<file path="config.mk">
export PLATFORM = sky130hd
export DESIGN_NAME = hs_dep_monitor
export DESIGN_NICKNAME = d
export VERILOG_FILES = /design/src/rtl/hsmon_pkg.sv /design/src/rtl/hsmon_ctrl.sv /design/src/rtl/hsmon_pendcnt.sv /design/src/rtl/hsmon_dp.sv /design/src/rtl/hs_dep_monitor.sv
export SDC_FILE = /design/constraint.sdc
export NUM_CORES = 1
export LEC_CHECK = 0
export BUFFER_PORTS_ARGS = -buffer_cell sky130_fd_sc_hd__clkbuf_2
export CORE_AREA = 5 5 127 129
export DETAILED_ROUTE_END_ITERATION = 8
export DIE_AREA = 0 0 132 134
export PLACE_DENSITY = 0.67
export SYNTH_ARGS = -nofsm -noshare
export SYNTH_HDL_FRONTEND = slang
export SYNTH_HIERARCHICAL = 1
export SYNTH_SLANG_ARGS = --single-unit
export TNS_END_PERCENT = 100
</file>
<file path="constraint.sdc">
create_clock -name clk -period 4.1 [get_ports clk]
set_clock_uncertainty 0.2 [all_clocks]
set_input_delay 0.41 -clock clk [delete_from_list [all_inputs] [get_ports clk]]
set_output_delay 0.41 -clock clk [all_outputs]
set_load 0.01 [all_outputs]
</file>
<file path="src/rtl/hsmon_pkg.sv">
package hsmon_pkg;
  localparam int NCH   = 5;
  localparam int IX_AW = 0;
  localparam int IX_W  = 1;
  localparam int IX_B  = 2;
  localparam int IX_AR = 3;
  localparam int IX_R  = 4;

  // strobes from control to datapath, one cycle each
  typedef struct packed {
    logic [NCH-1:0] drop;   // VALID fell while still pending
    logic [NCH-1:0] stall;  // VALID high, READY low this cycle
    logic           awAdd;  // address handshake
    logic           wAdd;   // final data beat handshake
    logic           bTake;  // response handshake
    logic           bSeen;  // response offered
  } strobe_t;
endpackage

</file>
<file path="src/rtl/hsmon_ctrl.sv">
module hsmon_ctrl
  import hsmon_pkg::*;
(
  input  logic           clk,
  input  logic           rstN,
  input  logic [NCH-1:0] valid,
  input  logic [NCH-1:0] ready,
  input  logic           wLast,
  output strobe_t        strb
);
  logic [NCH-1:0] pendQ;
  logic [NCH-1:0] fire;

  assign fire = valid & ready;

  always_ff @(posedge clk) begin
    if (!rstN) pendQ <= '0;
    else       pendQ <= valid & ~ready;
  end

  always_comb begin
    strb.drop  = pendQ & ~valid;
    strb.stall = valid & ~ready;
    strb.awAdd = fire[IX_AW];
    strb.wAdd  = fire[IX_W] & wLast;
    strb.bTake = fire[IX_B];
    strb.bSeen = valid[IX_B];
  end
endmodule

</file>
<file path="src/rtl/hsmon_pendcnt.sv">
module hsmon_pendcnt #(
  parameter int CNT_W = 4
) (
  input  logic clk,
  input  logic rstN,
  input  logic inc,
  input  logic dec,
  output logic empty,
  output logic ovf
);
  localparam logic [CNT_W-1:0] CNT_MAX = {CNT_W{1'b1}};

  logic [CNT_W-1:0] cnt;
  logic             decOk;

  assign empty = (cnt == '0);
  assign decOk = dec && !empty;
  assign ovf   = inc && !decOk && (cnt == CNT_MAX);

  always_ff @(posedge clk) begin
    if (!rstN) begin
      cnt <= '0;
    end else begin
      unique case ({inc, decOk})
        2'b10:   if (cnt != CNT_MAX) cnt <= cnt + 1'b1;
        2'b01:   cnt <= cnt - 1'b1;
        default: cnt <= cnt;
      endcase
    end
  end
endmodule

</file>
<file path="src/rtl/hsmon_dp.sv">
module hsmon_dp
  import hsmon_pkg::*;
#(
  parameter int CNT_W   = 4,
  parameter int STALL_W = 16
) (
  input  logic               clk,
  input  logic               rstN,
  input  logic               clearErr,
  input  logic [STALL_W-1:0] stallLimit,
  input  strobe_t            strb,
  output logic [NCH-1:0]     dropErr,
  output logic               earlyRespErr,
  output logic [NCH-1:0]     stallFlag,
  output logic               overflowErr
);
  localparam logic [STALL_W-1:0] STALL_MAX = {STALL_W{1'b1}};

  logic awEmpty, wEmpty, awOvf, wOvf;
  logic keep;

  assign keep = ~clearErr;

  hsmon_pendcnt #(.CNT_W(CNT_W)) u_awCnt (
    .clk(clk), .rstN(rstN), .inc(strb.awAdd), .dec(strb.bTake),
    .empty(awEmpty), .ovf(awOvf)
  );

  hsmon_pendcnt #(.CNT_W(CNT_W)) u_wCnt (
    .clk(clk), .rstN(rstN), .inc(strb.wAdd), .dec(strb.bTake),
    .empty(wEmpty), .ovf(wOvf)
  );

  always_ff @(posedge clk) begin
    if (!rstN) begin
      dropErr      <= '0;
      earlyRespErr <= 1'b0;
      overflowErr  <= 1'b0;
    end else begin
      dropErr      <= (dropErr & {NCH{keep}}) | strb.drop;
      earlyRespErr <= (earlyRespErr & keep) | (strb.bSeen & (awEmpty | wEmpty));
      overflowErr  <= (overflowErr & keep) | awOvf | wOvf;
    end
  end

  for (genvar c = 0; c < NCH; c++) begin : g_stall
    logic [STALL_W-1:0] runLen;
    logic               hit;

    assign hit = strb.stall[c] && (runLen >= stallLimit);

    always_ff @(posedge clk) begin
      if (!rstN) begin
        runLen       <= '0;
        stallFlag[c] <= 1'b0;
      end else begin
        if (!strb.stall[c])          runLen <= '0;
        else if (runLen != STALL_MAX) runLen <= runLen + 1'b1;
        stallFlag[c] <= (stallFlag[c] & keep) | hit;
      end
    end
  end
endmodule

</file>
<file path="src/rtl/hs_dep_monitor.sv">
module hs_dep_monitor
  import hsmon_pkg::*;
#(
  parameter int CNT_W   = 4,
  parameter int STALL_W = 16
) (
  input  logic               clk,
  input  logic               rstN,
  input  logic               clearErr,
  input  logic [STALL_W-1:0] stallLimit,
  input  logic               awValid,
  input  logic               awReady,
  input  logic               wValid,
  input  logic               wReady,
  input  logic               wLast,
  input  logic               bValid,
  input  logic               bReady,
  input  logic               arValid,
  input  logic               arReady,
  input  logic               rValid,
  input  logic               rReady,
  output logic [4:0]         dropErr,
  output logic               earlyRespErr,
  output logic [4:0]         stallFlag,
  output logic               overflowErr,
  output logic               anyErr
);
  logic [NCH-1:0] validV, readyV;
  strobe_t        strb;

  assign validV = {rValid, arValid, bValid, wValid, awValid};
  assign readyV = {rReady, arReady, bReady, wReady, awReady};

  hsmon_ctrl u_ctrl (
    .clk(clk), .rstN(rstN), .valid(validV), .ready(readyV),
    .wLast(wLast), .strb(strb)
  );

  hsmon_dp #(.CNT_W(CNT_W), .STALL_W(STALL_W)) u_dp (
    .clk(clk), .rstN(rstN), .clearErr(clearErr), .stallLimit(stallLimit),
    .strb(strb), .dropErr(dropErr), .earlyRespErr(earlyRespErr),
    .stallFlag(stallFlag), .overflowErr(overflowErr)
  );

  assign anyErr = (|dropErr) | (|stallFlag) | earlyRespErr | overflowErr;
endmodule

</file>
==> results.py, run 1 <==
metrics = {
    "run_status": {
        "status": "completed",
    },
    "logic_synthesis": {
        "yosys-top-cells-area": "dfxtp_1 29%, ha_1 15%, a21oi_1 4.8%",
        "synth.distinct_cells": 52,
        "synthMuxAreaShare_pct": 2.329,
        "synthAdderAreaFrac_pct": 15.79,
        "avgSynthCellArea_um2": 8.341,
        "synth-xor-area-share_pct": 0.4795,
        "synth_top_area_share_pct": 28.77,
        "yosys.area.top_type": "dfxtp_1",
        "synth_edf_count": 0,
        "synth-seq-cells": 105,
        "syn_nets": 997,
        "netlist_instances": 876,
        "synthFlopType": "dfxtp_1",
        "synth_top_family_by_area": "simple AND/OR/NAND/NOR gates",
        "synth_area_um2": 7307,
        "synth_compound_area_share_pct": 21.23,
        "yosysWarnings": 6,
        "synthArstFlopShare_pct": 0,
        "yosys.area_share.simple_pct": 27.21,
        "yosysSeqAreaShare_pct": 28.77,
    },
    "global_route": {
        "grt_pass1_vias": 6342,
        "grt_first_pass_wirelength_um": 31860,
        "antenna_found_initial": 0,
        "grtUsageTotal_pct": 21.80,
        "grt_start_max_net_pins": 40,
        "grt-ovfl-total": 0,
    },
    "detailed_routing": {
        "drc": 0,
        "wl_um": 19280,
        "vias": 6781,
        "avgViaCountPerCell": 6.187,
        "dr.pass1.iters": 5,
        "ant_nets": 0,
        "wl_per_cell_um": 17.59,
        "drtIter0Drc": 577,
    },
    "worst_setup_path": {
        "critPathLaunchType": "flip-flop",
        "r2r_slack_ns": 1.67,
        "critPathKind": "reg -> reg",
        "worstPathMaxFanout": 7,
        "worstSetupEndpointType": "flip-flop",
        "cp_data_arrival_time_ns": 2.51,
        "crit_required_ns": 4.17,
    },
    "clock_tree": {
        "cts.htree.levels": 3,
        "cts_hold_buf": 0,
        "cts_buffers": 9,
        "clkLatencyLatePin_ns": 0.36,
        "cts_resized": 0,
        "cts.clk_slew.worst_paths_ns": 0.07,
        "cts_tree": "done",
        "postCtsSetupBuffers": 0,
        "cts.path.max_buffers": 2,
        "cts_num_sinks": 105,
        "clockRootBuffer": "clkbuf_16",
    },
    "placed_design": {
        "place_area_um2": 7641,
        "place.gp.congestion": 0.8219,
        "place.port_buffers": 42,
        "dp_hpwl_um": 14300,
    },
    "floorplan": {
        "core-area_um2": 14920,
        "start_util_pct": 48.97,
        "io_pins": 43,
        "die_w_um": 132,
        "die_area_um2": 17690,
        "die_y_um": 134,
        "rows": 45,
    },
    "final_layout": {
        "fin_area_um2": 7939,
        "fin_nets": 1024,
        "synthToLayoutAreaGrowth_pct": 8.647,
        "drive_above_1_share_pct": 7.938,
    },
    "timing": {
        "period_minus_slack_ns": 2.432,
        "finalHoldViolations": 0,
        "tns_ns": 0,
        "rsz0062_at_grt": "no",
        "setup_viol": 0,
        "max_slew_margin_pct": 34.74,
        "period_share_pct": 59.32,
        "finalMaxSlewViolations": 0,
        "tightestPinTransition_ns": 0.9752,
        "fmax_mhz": 411.1,
    },
    "power_and_ir_drop": {
        "comb_power_share_pct": 10.6,
        "pwr-share-clk_pct": 40.7,
        "ir_drop_v": 0.0002098,
        "p_int_mw": 1.621,
        "p_switching_mw": 0.5853,
        "p_leak_nw": 3.118,
        "p_per_area_nw_per_um2": 277.9,
        "p_seq_share_pct": 48.7,
        "switching_share_pct": 26.53,
    },
    "run": {
        "drv_cap": 0,
    },
    "min_path": {
        "hold_class": "in -> reg",
    },
}
[stage by stage]
step                util, %  hold slack, ns  instances  total power, mW  setup WS, ns
floorplan                 -          0.2552        876            1.265         1.938
global placement      51.21          0.2907       1080            1.328         1.664
detailed placement    51.21          0.3003       1080            1.332         1.638
CTS                   53.19          0.1097       1095            2.228         1.661
global route          53.19          0.1306       1095            2.298         1.451
finish                53.21          0.1237       1096            2.206         1.668
[final timing paths]
| kind | from | to | cells after the start |
|---|---|---|---|
| max reg2reg | u_dp/g_stall[0].runLen[1] | u_dp/g_stall[0].runLen[14] | 6 |
| min reg2reg | u_dp/g_stall[4].runLen[0] | u_dp/g_stall[4].runLen[0] | 2 |
| min | arValid | u_ctrl/pendQ[3] | 2 |
| max | u_dp/g_stall[0].runLen[1] | u_dp/g_stall[0].runLen[14] | 6 |
[critical path: stages (launching register included)]
cell and delay [ns]:
dfxtp_1 0.42, ha_1 0.31, nand2_1 0.15, nor4_1 0.72, buf_4 0.28, a31oi_1 0.09, nor3_1 0.18
[cell type report]
type	instances	area, µm²
Clock buffer	10	239.0
Sequential cell	105	2102
Inverter	44	165.2
Antenna cell	1	2.502
Fill cell	1414	6982
Timing Repair Buffer	46	240.2
Clock inverter	5	56.30
Tap cell	188	235.2
Multi-Input combinational cell	697	4898
[kinds of logic after synthesis]
logic type,after synthesis
AO/OA/AOI/OAI,238
buffers and inverters,74
AND/OR/NAND/NOR,347
multiplexers,17
adder cells (fa/ha/maj),91
XOR/XNOR,4
flip-flops,105
[state kept, by name, indices dropped and copies added (netlist names)]
signal               cells
u_dp/earlyRespErr        1
u_dp/g_stall.runLen     80
u_dp/u_awCnt/cnt         4
u_ctrl/pendQ             5
u_dp/u_wCnt/cnt          4
u_dp/stallFlag           5
u_dp/overflowErr         1
u_dp/dropErr             5
[metal layers]
metal	track usage (%)	vias to the layer above	wire length, µm
met1	30.10	3175	9129
met3	4.389	22	1056
met4	5.200	0	231
met2	35.15	183	8861
li1	-	3401	-
met5	0	-	0
[power groups by stage]
stage | Sequential, mW | Clock [mW] | Combinational (mW)
2_1_floorplan | 1.08 | 0 | 0.188
3_3_place_gp | 1.10 | 0 | 0.230
3_5_place_dp | 1.10 | 0 | 0.234
4_1_cts | 1.07 | 0.919 | 0.235
5_1_grt | 1.08 | 0.954 | 0.265
6_report | 1.07 | 0.897 | 0.234
[layout by cell type, fill, tap and decap left out, types with 7 or more instances in the layout]
cell and n:
dfxtp_1 105, ha_1 89, nand2_1 74, a21oi_1 70, o21ai_0 51, nand3_1 45, inv_1 44, clkbuf_2 42
nand4_1 34, nor2b_1 25, and3_1 25, nor3_1 24, a31oi_1 19, mux2i_1 17, or4_1 16, nand2b_1 16
nor4_1 14, and2_1 14, or3_1 14, nor2_1 14, o31ai_1 13, a211oi_1 13, o21a_1 12, clkbuf_16 9
and4_1 9, a2111o_1 8, a21o_1 8, a221oi_1 8, a41oi_1 7
[synth_stat cells (3+ instances only)]
cell type  count
a211oi_1      13
nor4b_1        4
o21a_1        12
nand4_2        3
and3b_1        6
o21ai_0       51
and2_1        14
ha_1          89
nor3_1        24
dfxtp_1      105
or3_1         14
a221oi_1       8
nor2b_1       25
a31oi_1       19
a41oi_1        7
nor2_1        14
clkbuf_1      19
inv_1         44
nand2b_1      16
nor4_1        14
o31ai_1       13
nand3_1       45
and3_1        25
nand4_1       34
mux2i_1       17
or4_1         16
o41a_1         3
buf_2          8
a21o_1         8
xnor2_1        4
o31a_1         5
nand2_1       74
a21boi_0       5
and4_1         9
a21oi_1       70
a2111o_1       8
o2111ai_1      6
Power figures use the tool's default switching activity.
==> run 2: changes to the inputs <==
--- a/config.mk
+++ b/config.mk
@@ -5,10 +5,11 @@
 export SDC_FILE = /design/constraint.sdc
 export NUM_CORES = 1
 export LEC_CHECK = 0
+export ABC_AREA = 1
 export BUFFER_PORTS_ARGS = -buffer_cell sky130_fd_sc_hd__clkbuf_2
-export CORE_AREA = 5 5 127 129
+export CORE_AREA = 5 5 130 132
 export DETAILED_ROUTE_END_ITERATION = 8
-export DIE_AREA = 0 0 132 134
+export DIE_AREA = 0 0 135 137
 export PLACE_DENSITY = 0.67
 export SYNTH_ARGS = -nofsm -noshare
 export SYNTH_HDL_FRONTEND = slang
==> constraint.sdc (replaced) <==
create_clock -name clk -period 2.5 [get_ports clk]
set_clock_uncertainty 0.2 [all_clocks]
set_input_delay 0.25 -clock clk [delete_from_list [all_inputs] [get_ports clk]]
set_output_delay 0.25 -clock clk [all_outputs]
set_load 0.01 [all_outputs]
==> results.py, run 2 <==
metrics = {
    "run_status": {
        "status": "completed",
    },
    "logic_synthesis": {
        "avgSynthCellArea_um2": 6.642,
        "synth_commonest_cells": "303 x nand2_1, 197 x inv_1, 115 x nor2_1",
        "synth.distinct_cells": 35,
        "synth_top_area_share_pct": 27.52,
        "synthArstFlopShare_pct": 0,
        "yosysWarnings": 6,
        "syn_nets": 1271,
        "synth_edf_count": 0,
        "yosys.area.top_type": "dfxtp_1",
        "synthFlopType": "dfxtp_1",
        "synth_area_um2": 7639,
        "yosysSeqAreaShare_pct": 27.52,
        "synth-seq-cells": 105,
        "yosysMostFrequentCell": "nand2_1",
        "yosys-top-cells-area": "dfxtp_1 28%, nand2_1 15%, ha_1 15%",
        "netlist_instances": 1150,
    },
    "timing": {
        "period_share_pct": 88.56,
        "max_slew_margin_pct": 68.25,
        "finalHoldViolations": 0,
        "setup_viol": 0,
        "timing.hold.ws_ns": 0.01148,
        "period_minus_slack_ns": 2.214,
        "finalMaxSlewViolations": 0,
        "tns_ns": 0,
        "rsz0062_at_grt": "no",
        "tightestPinTransition_ns": 0.4726,
        "fmax_mhz": 451.7,
    },
    "worst_setup_path": {
        "reg2reg_from": "u_dp/g_stall[4].runLen[0]",
        "r2r_slack_ns": 0.50,
        "cp.buffers_inverters": 5,
        "r2r_end": "u_dp/g_stall[4].runLen[0]",
        "crit_family": "buffers and inverters",
        "critPathLaunchType": "input pin",
        "cpPeakStageDelay_ns": 0.52,
        "r2r_cells": 7,
        "worstPathCellList": "dlygate4sd3_1 -> clkbuf_2 -> nand2_1 -> nor2_1 -> inv_1 -> nand3_4 -> inv_1 -> ha_1 -> nand3_1 -> nand3_1 -> nand3_1 -> nand3_2 -> nand2_1 -> inv_1 -> nor2_1",
        "worstPathMaxFanout": 4,
        "slowest_stage": "dlygate4sd3_1",
        "cp_data_arrival_time_ns": 2.29,
        "worstSetupEndpointType": "flip-flop",
        "crit_required_ns": 2.57,
        "critPathKind": "in -> reg",
    },
    "global_route": {
        "grt_pass1_vias": 6614,
        "antenna_found_initial": 0,
        "grt-ovfl-total": 0,
        "grtUsageTotal_pct": 20.60,
        "grt_start_max_net_pins": 21,
        "grt_first_pass_wirelength_um": 30990,
    },
    "detailed_routing": {
        "vias": 7119,
        "avgViaCountPerCell": 4.985,
        "ant_nets": 0,
        "drtIter0Drc": 432,
        "drc": 0,
        "dr.pass1.iters": 5,
        "wl_um": 18190,
        "wl_per_cell_um": 12.74,
    },
    "floorplan": {
        "io_pins": 43,
        "core-area_um2": 15600,
        "start_util_pct": 48.97,
        "die_area_um2": 18500,
        "die_y_um": 137,
        "rows": 46,
        "die_w_um": 135,
    },
    "min_path": {
        "hold_end": "u_dp/dropErr[4]",
        "hp-start": "rValid",
        "holdPathStages": 4,
        "hold_class": "in -> reg",
    },
    "final_layout": {
        "fin_nets": 1328,
        "drive_above_1_share_pct": 9.488,
        "synthToLayoutAreaGrowth_pct": 10.84,
        "largest_reg_flops": 80,
        "layout_commonest_cell": "nand2_1",
        "diodes": 0,
        "top_register": "u_dp/g_stall.runLen",
        "final_cells": 1428,
        "fin_area_um2": 8467,
        "final_cell_mix": "303 x nand2_1, 197 x inv_1, 115 x nor2_1",
    },
    "placed_design": {
        "place_area_um2": 8063,
        "dp_hpwl_um": 14050,
        "placed_cells": 1401,
        "place.port_buffers": 42,
        "place.gp.congestion": 0.8993,
    },
    "power_and_ir_drop": {
        "p_per_area_nw_per_um2": 416.6,
        "power_mw": 3.527,
        "p_leak_nw": 4.171,
        "ir_drop_v": 0.0003306,
    },
    "clock_tree": {
        "clockRootBuffer": "clkbuf_16",
        "cts_resized": 0,
        "clkLatencyLatePin_ns": 0.37,
        "cts_tree": "done",
        "cts_buffers": 9,
        "cts.path.max_buffers": 2,
        "cts_num_sinks": 105,
        "cts.clk_slew.worst_paths_ns": 0.08,
        "cts.htree.levels": 3,
    },
    "run": {
        "drv_cap": 0,
    },
}
-- run 2: cell types whose count changed after synthesis, moves of 14 or more --
| cell | delta |
|---|---|
| clkbuf_1 | -19 |
| mux2i_1 | -17 |
| nand2b_1 | -16 |
| nand2_1 | +229 |
| nand3_1 | +22 |
| or4_1 | -16 |
| nor2_1 | +101 |
| and2_1 | -14 |
| nor2b_1 | -25 |
| nor4_1 | -14 |
| inv_1 | +153 |
| o21ai_0 | -14 |
| and3_1 | -25 |
-- run 2: how the worst max path moves through the flow --
| stage | start | to | cells past startpoint |
|---|---|---|---|
| 2_1_floorplan | u_dp/u_wCnt/cnt[0] | u_dp/u_wCnt/cnt[3] | 12 |
| 3_3_place_gp | wValid | u_dp/u_wCnt/cnt[3] | 14 |
| 3_5_place_dp | wValid | u_dp/u_wCnt/cnt[3] | 14 |
| 4_1_cts | wValid | u_dp/u_wCnt/cnt[3] | 15 |
| 5_1_grt | bValid | u_dp/u_awCnt/cnt[3] | 13 |
| 6_report | wValid | u_dp/u_wCnt/cnt[3] | 15 |
-- run 2: cells by family (layout without fill, tap and decap cells) --
family	Yosys count	in the layout	share of synthesized area (%)
AOI/OAI and AO/OA	132	132	9.026
buffers and inverters	208	270	10.63
xor gates and xnor gates	18	18	2.064
adders and majority gates	91	91	15.10
and+or+nand+nor	596	596	35.66
DFF	105	105	27.52
-- run 2: tightest hold or removal path: cells and delay by family --
family	cells	cell delay (ns)
compound gates	1	0.10
buf+inv	1	0.09
simple gates	2	0.08
-- run 2: per-layer routing --
metal | vias to the layer above | track usage, % | routed length, µm
met4 | 0 | 4.927 | 216
met1 | 3161 | 26.85 | 8666
li1 | 3820 | - | -
met2 | 122 | 35.63 | 8569
met5 | - | 0 | 0
met3 | 16 | 3.566 | 740
-- run 2: layout make-up --
class,instances,area (µm²)
fill,1555,7131
multi-input combinational,837,4725
sequential,105,2102
inverter,201,755.7
timing repair buffer,53,320.3
tap,216,270.3
clock buffer,9,225.2
clock inverter,7,68.82
-- run 2: report_power, final --
part | switching, mW | internal, mW
clock network | 0.725 | 0.710
registers | 0.0296 | 1.70
logic | 0.233 | 0.134
total | 0.988 | 2.54
-- run 2: what timing repair did --
action	in CTS	in global routing
hold buffers	11	0
setup buffers	0	0
endpoints found under the setup margin	0	0
hold endpoints to repair	6	0
-- run 2: per-stage QoR --
step                utilization (%)  setup slack [ns]
floorplan                         -            0.7133
global placement              51.69            0.5276
detailed placement            51.69            0.4530
CTS                           54.28            0.3157
global route                  54.28           0.08300
finish                        54.28            0.2861
==> run 3: changes to the inputs <==
--- a/config.mk
+++ b/config.mk
@@ -6,8 +6,9 @@
 export NUM_CORES = 1
 export LEC_CHECK = 0
 export ABC_AREA = 1
-export BUFFER_PORTS_ARGS = -buffer_cell sky130_fd_sc_hd__clkbuf_2
+export BUFFER_PORTS_ARGS = -buffer_cell sky130_fd_sc_hd__buf_2
 export CORE_AREA = 5 5 130 132
+export CTS_BUF_LIST = sky130_fd_sc_hd__clkbuf_8
 export DETAILED_ROUTE_END_ITERATION = 8
 export DIE_AREA = 0 0 135 137
 export PLACE_DENSITY = 0.67
==> results.py, run 3 (synthesis gave the netlist of run 2 again) <==
metrics = {
    "worst_setup_path": {
        "crit_required_ns": 2.64,
        "crit_family": "buffers and inverters",
        "reg2reg_from": "u_dp/g_stall[1].runLen[1]",
        "cpPeakStageDelay_ns": 0.52,
        "critPathKind": "in -> reg",
        "cp_data_arrival_time_ns": 2.31,
        "worstPathCellList": "dlygate4sd3_1 -> buf_2 -> nand2_1 -> inv_1 -> nand3_4 -> inv_1 -> ha_1 -> nand3_1 -> nand3_1 -> nand3_1 -> nand3_2 -> nand2_1 -> inv_1 -> nor2_1",
        "critical_path_depth": 14,
        "slowest_stage": "dlygate4sd3_1",
        "worstSetupStartpoint": "bValid",
        "critPathLaunchType": "input pin",
        "worstPathMaxFanout": 6,
        "r2r_cells": 7,
        "cp.buffers_inverters": 5,
        "worstSetupEndpointType": "flip-flop",
    },
    "timing": {
        "rsz0062_at_grt": "no",
        "fmax_mhz": 460.3,
        "tns_ns": 0,
        "setup_viol": 0,
        "period_share_pct": 86.90,
        "max_slew_margin_pct": 65.90,
        "timing.hold.ws_ns": 0.02912,
        "finalMaxSlewViolations": 0,
        "tightestPinTransition_ns": 0.5076,
        "period_minus_slack_ns": 2.172,
        "finalHoldViolations": 0,
    },
    "floorplan": {
        "die_w_um": 135,
        "start_util_pct": 48.97,
        "die_y_um": 137,
        "rows": 46,
        "core-area_um2": 15600,
        "io_pins": 43,
        "die_area_um2": 18500,
    },
    "global_route": {
        "grt-ovfl-total": 0,
        "grtUsageTotal_pct": 21.04,
        "antenna_found_initial": 0,
        "grt_first_pass_wirelength_um": 31380,
        "grt_start_max_net_pins": 20,
        "grt_pass1_vias": 6685,
    },
    "clock_tree": {
        "cts.path.max_buffers": 2,
        "cts_tree": "done",
        "clockRootBuffer": "clkbuf_8",
        "cts_resized": 0,
        "cts_num_sinks": 105,
        "cts_buffers": 9,
        "cts.clk_slew.worst_paths_ns": 0.11,
        "clkLatencyLatePin_ns": 0.39,
        "cts.htree.levels": 3,
    },
    "detailed_routing": {
        "drc": 0,
        "ant_nets": 0,
        "avgViaCountPerCell": 5.001,
        "drtIter0Drc": 445,
        "vias": 7162,
        "wl_per_cell_um": 12.98,
        "dr.pass1.iters": 7,
        "wl_um": 18580,
    },
    "final_layout": {
        "layout_commonest_cell": "nand2_1",
        "top_register": "u_dp/g_stall.runLen",
        "final_cell_mix": "303 x nand2_1, 197 x inv_1, 115 x nor2_1",
        "fillCellCount": 1577,
        "diodes": 0,
        "fin_nets": 1332,
        "drive_above_1_share_pct": 9.539,
        "largest_reg_flops": 80,
        "synthToLayoutAreaGrowth_pct": 9.894,
    },
    "run": {
        "drv_cap": 0,
    },
    "min_path": {
        "hp-start": "wValid",
        "holdPathStages": 4,
        "hold_class": "in -> reg",
    },
    "placed_design": {
        "place.port_buffers": 42,
        "place.gp.congestion": 0.9085,
        "dp_hpwl_um": 14350,
    },
    "power_and_ir_drop": {
        "ir_drop_v": 0.0002612,
        "p_per_area_nw_per_um2": 372.3,
        "p_leak_nw": 4.143,
    },
    "run_status": {
        "status": "completed",
    },
}
run 3: changes by cell type in the layout (fill, tap and decap cells not counted), sizes merged:
cell / change
clkbuf: -42
buf: +43
inv: -1
clkinvlp: -1
dlygate4sd3: +3
clkinv: +2
run 3: final timing paths:
check	slack, ns	to
setup / recovery	0.33	u_dp/u_wCnt/cnt[3]
hold / removal	0.03	u_dp/dropErr[1]
setup reg to reg	0.47	u_dp/g_stall[1].runLen[11]
hold reg to reg	0.28	u_dp/stallFlag[2]
run 3: worst reg2reg max path, cell delays in order (launching register included):
cell	delay (ns)
dfxtp_1	0.43
ha_1	0.29
nand2_2	0.11
nor2_2	0.20
nand3_2	0.30
inv_1	0.24
o21ai_0	0.14
inv_1	0.07
run 3: final cells by class:
type / count / area, µm² / area share (%)
Clock buffer: 9 / 123.9 / 1.476
Multi-Input combinational cell: 837 / 4725 / 56.28
Clock inverter: 7 / 60.06 / 0.7155
Tap cell: 216 / 270.3 / 3.220
Sequential cell: 105 / 2102 / 25.04
Inverter: 201 / 755.7 / 9.003
Timing Repair Buffer: 57 / 357.8 / 4.263
run 3: through the flow:
stage / cells / worst slack (ns) / util, % / power [mW] / instance area [µm²]
after floorplan: 1150 / 0.7133 / - / 2.005 / 7639
after global placement: 1402 / 0.5348 / 51.74 / 2.115 / 8070
after detailed placement: 1402 / 0.4571 / 51.74 / 2.120 / 8070
after CTS: 1432 / 0.3618 / 53.82 / 3.179 / 8394
after global routing: 1432 / 0.1925 / 53.82 / 3.301 / 8394
final: 1432 / 0.3275 / 53.82 / 3.125 / 8394
run 3: repair_timing:
action | CTS | global route
endpoints found under the hold margin | 12 | 0
setup buffers | 0 | 0
hold buffers | 14 | 0
run 3: routing by layer:
layer  vias to the layer above  routed length (µm)  part of all wire, %  global-route usage (%)
met5                         -                   0                    0                       0
met4                         0                 365                  2.0                   6.551
li1                       3819                   -                    -                       -
met3                        24                 809                  4.4                   3.934
met2                       133                8530                   46                   35.10
met1                      3186                8874                   48                   27.68
run 3: report_power, final:
group,switching (mW),leakage [nW],internal [mW]
combinational,0.235,3.20,0.137
sequential,0.0289,0.849,1.70
clock,0.646,0.0965,0.382
total,0.910,4.14,2.22
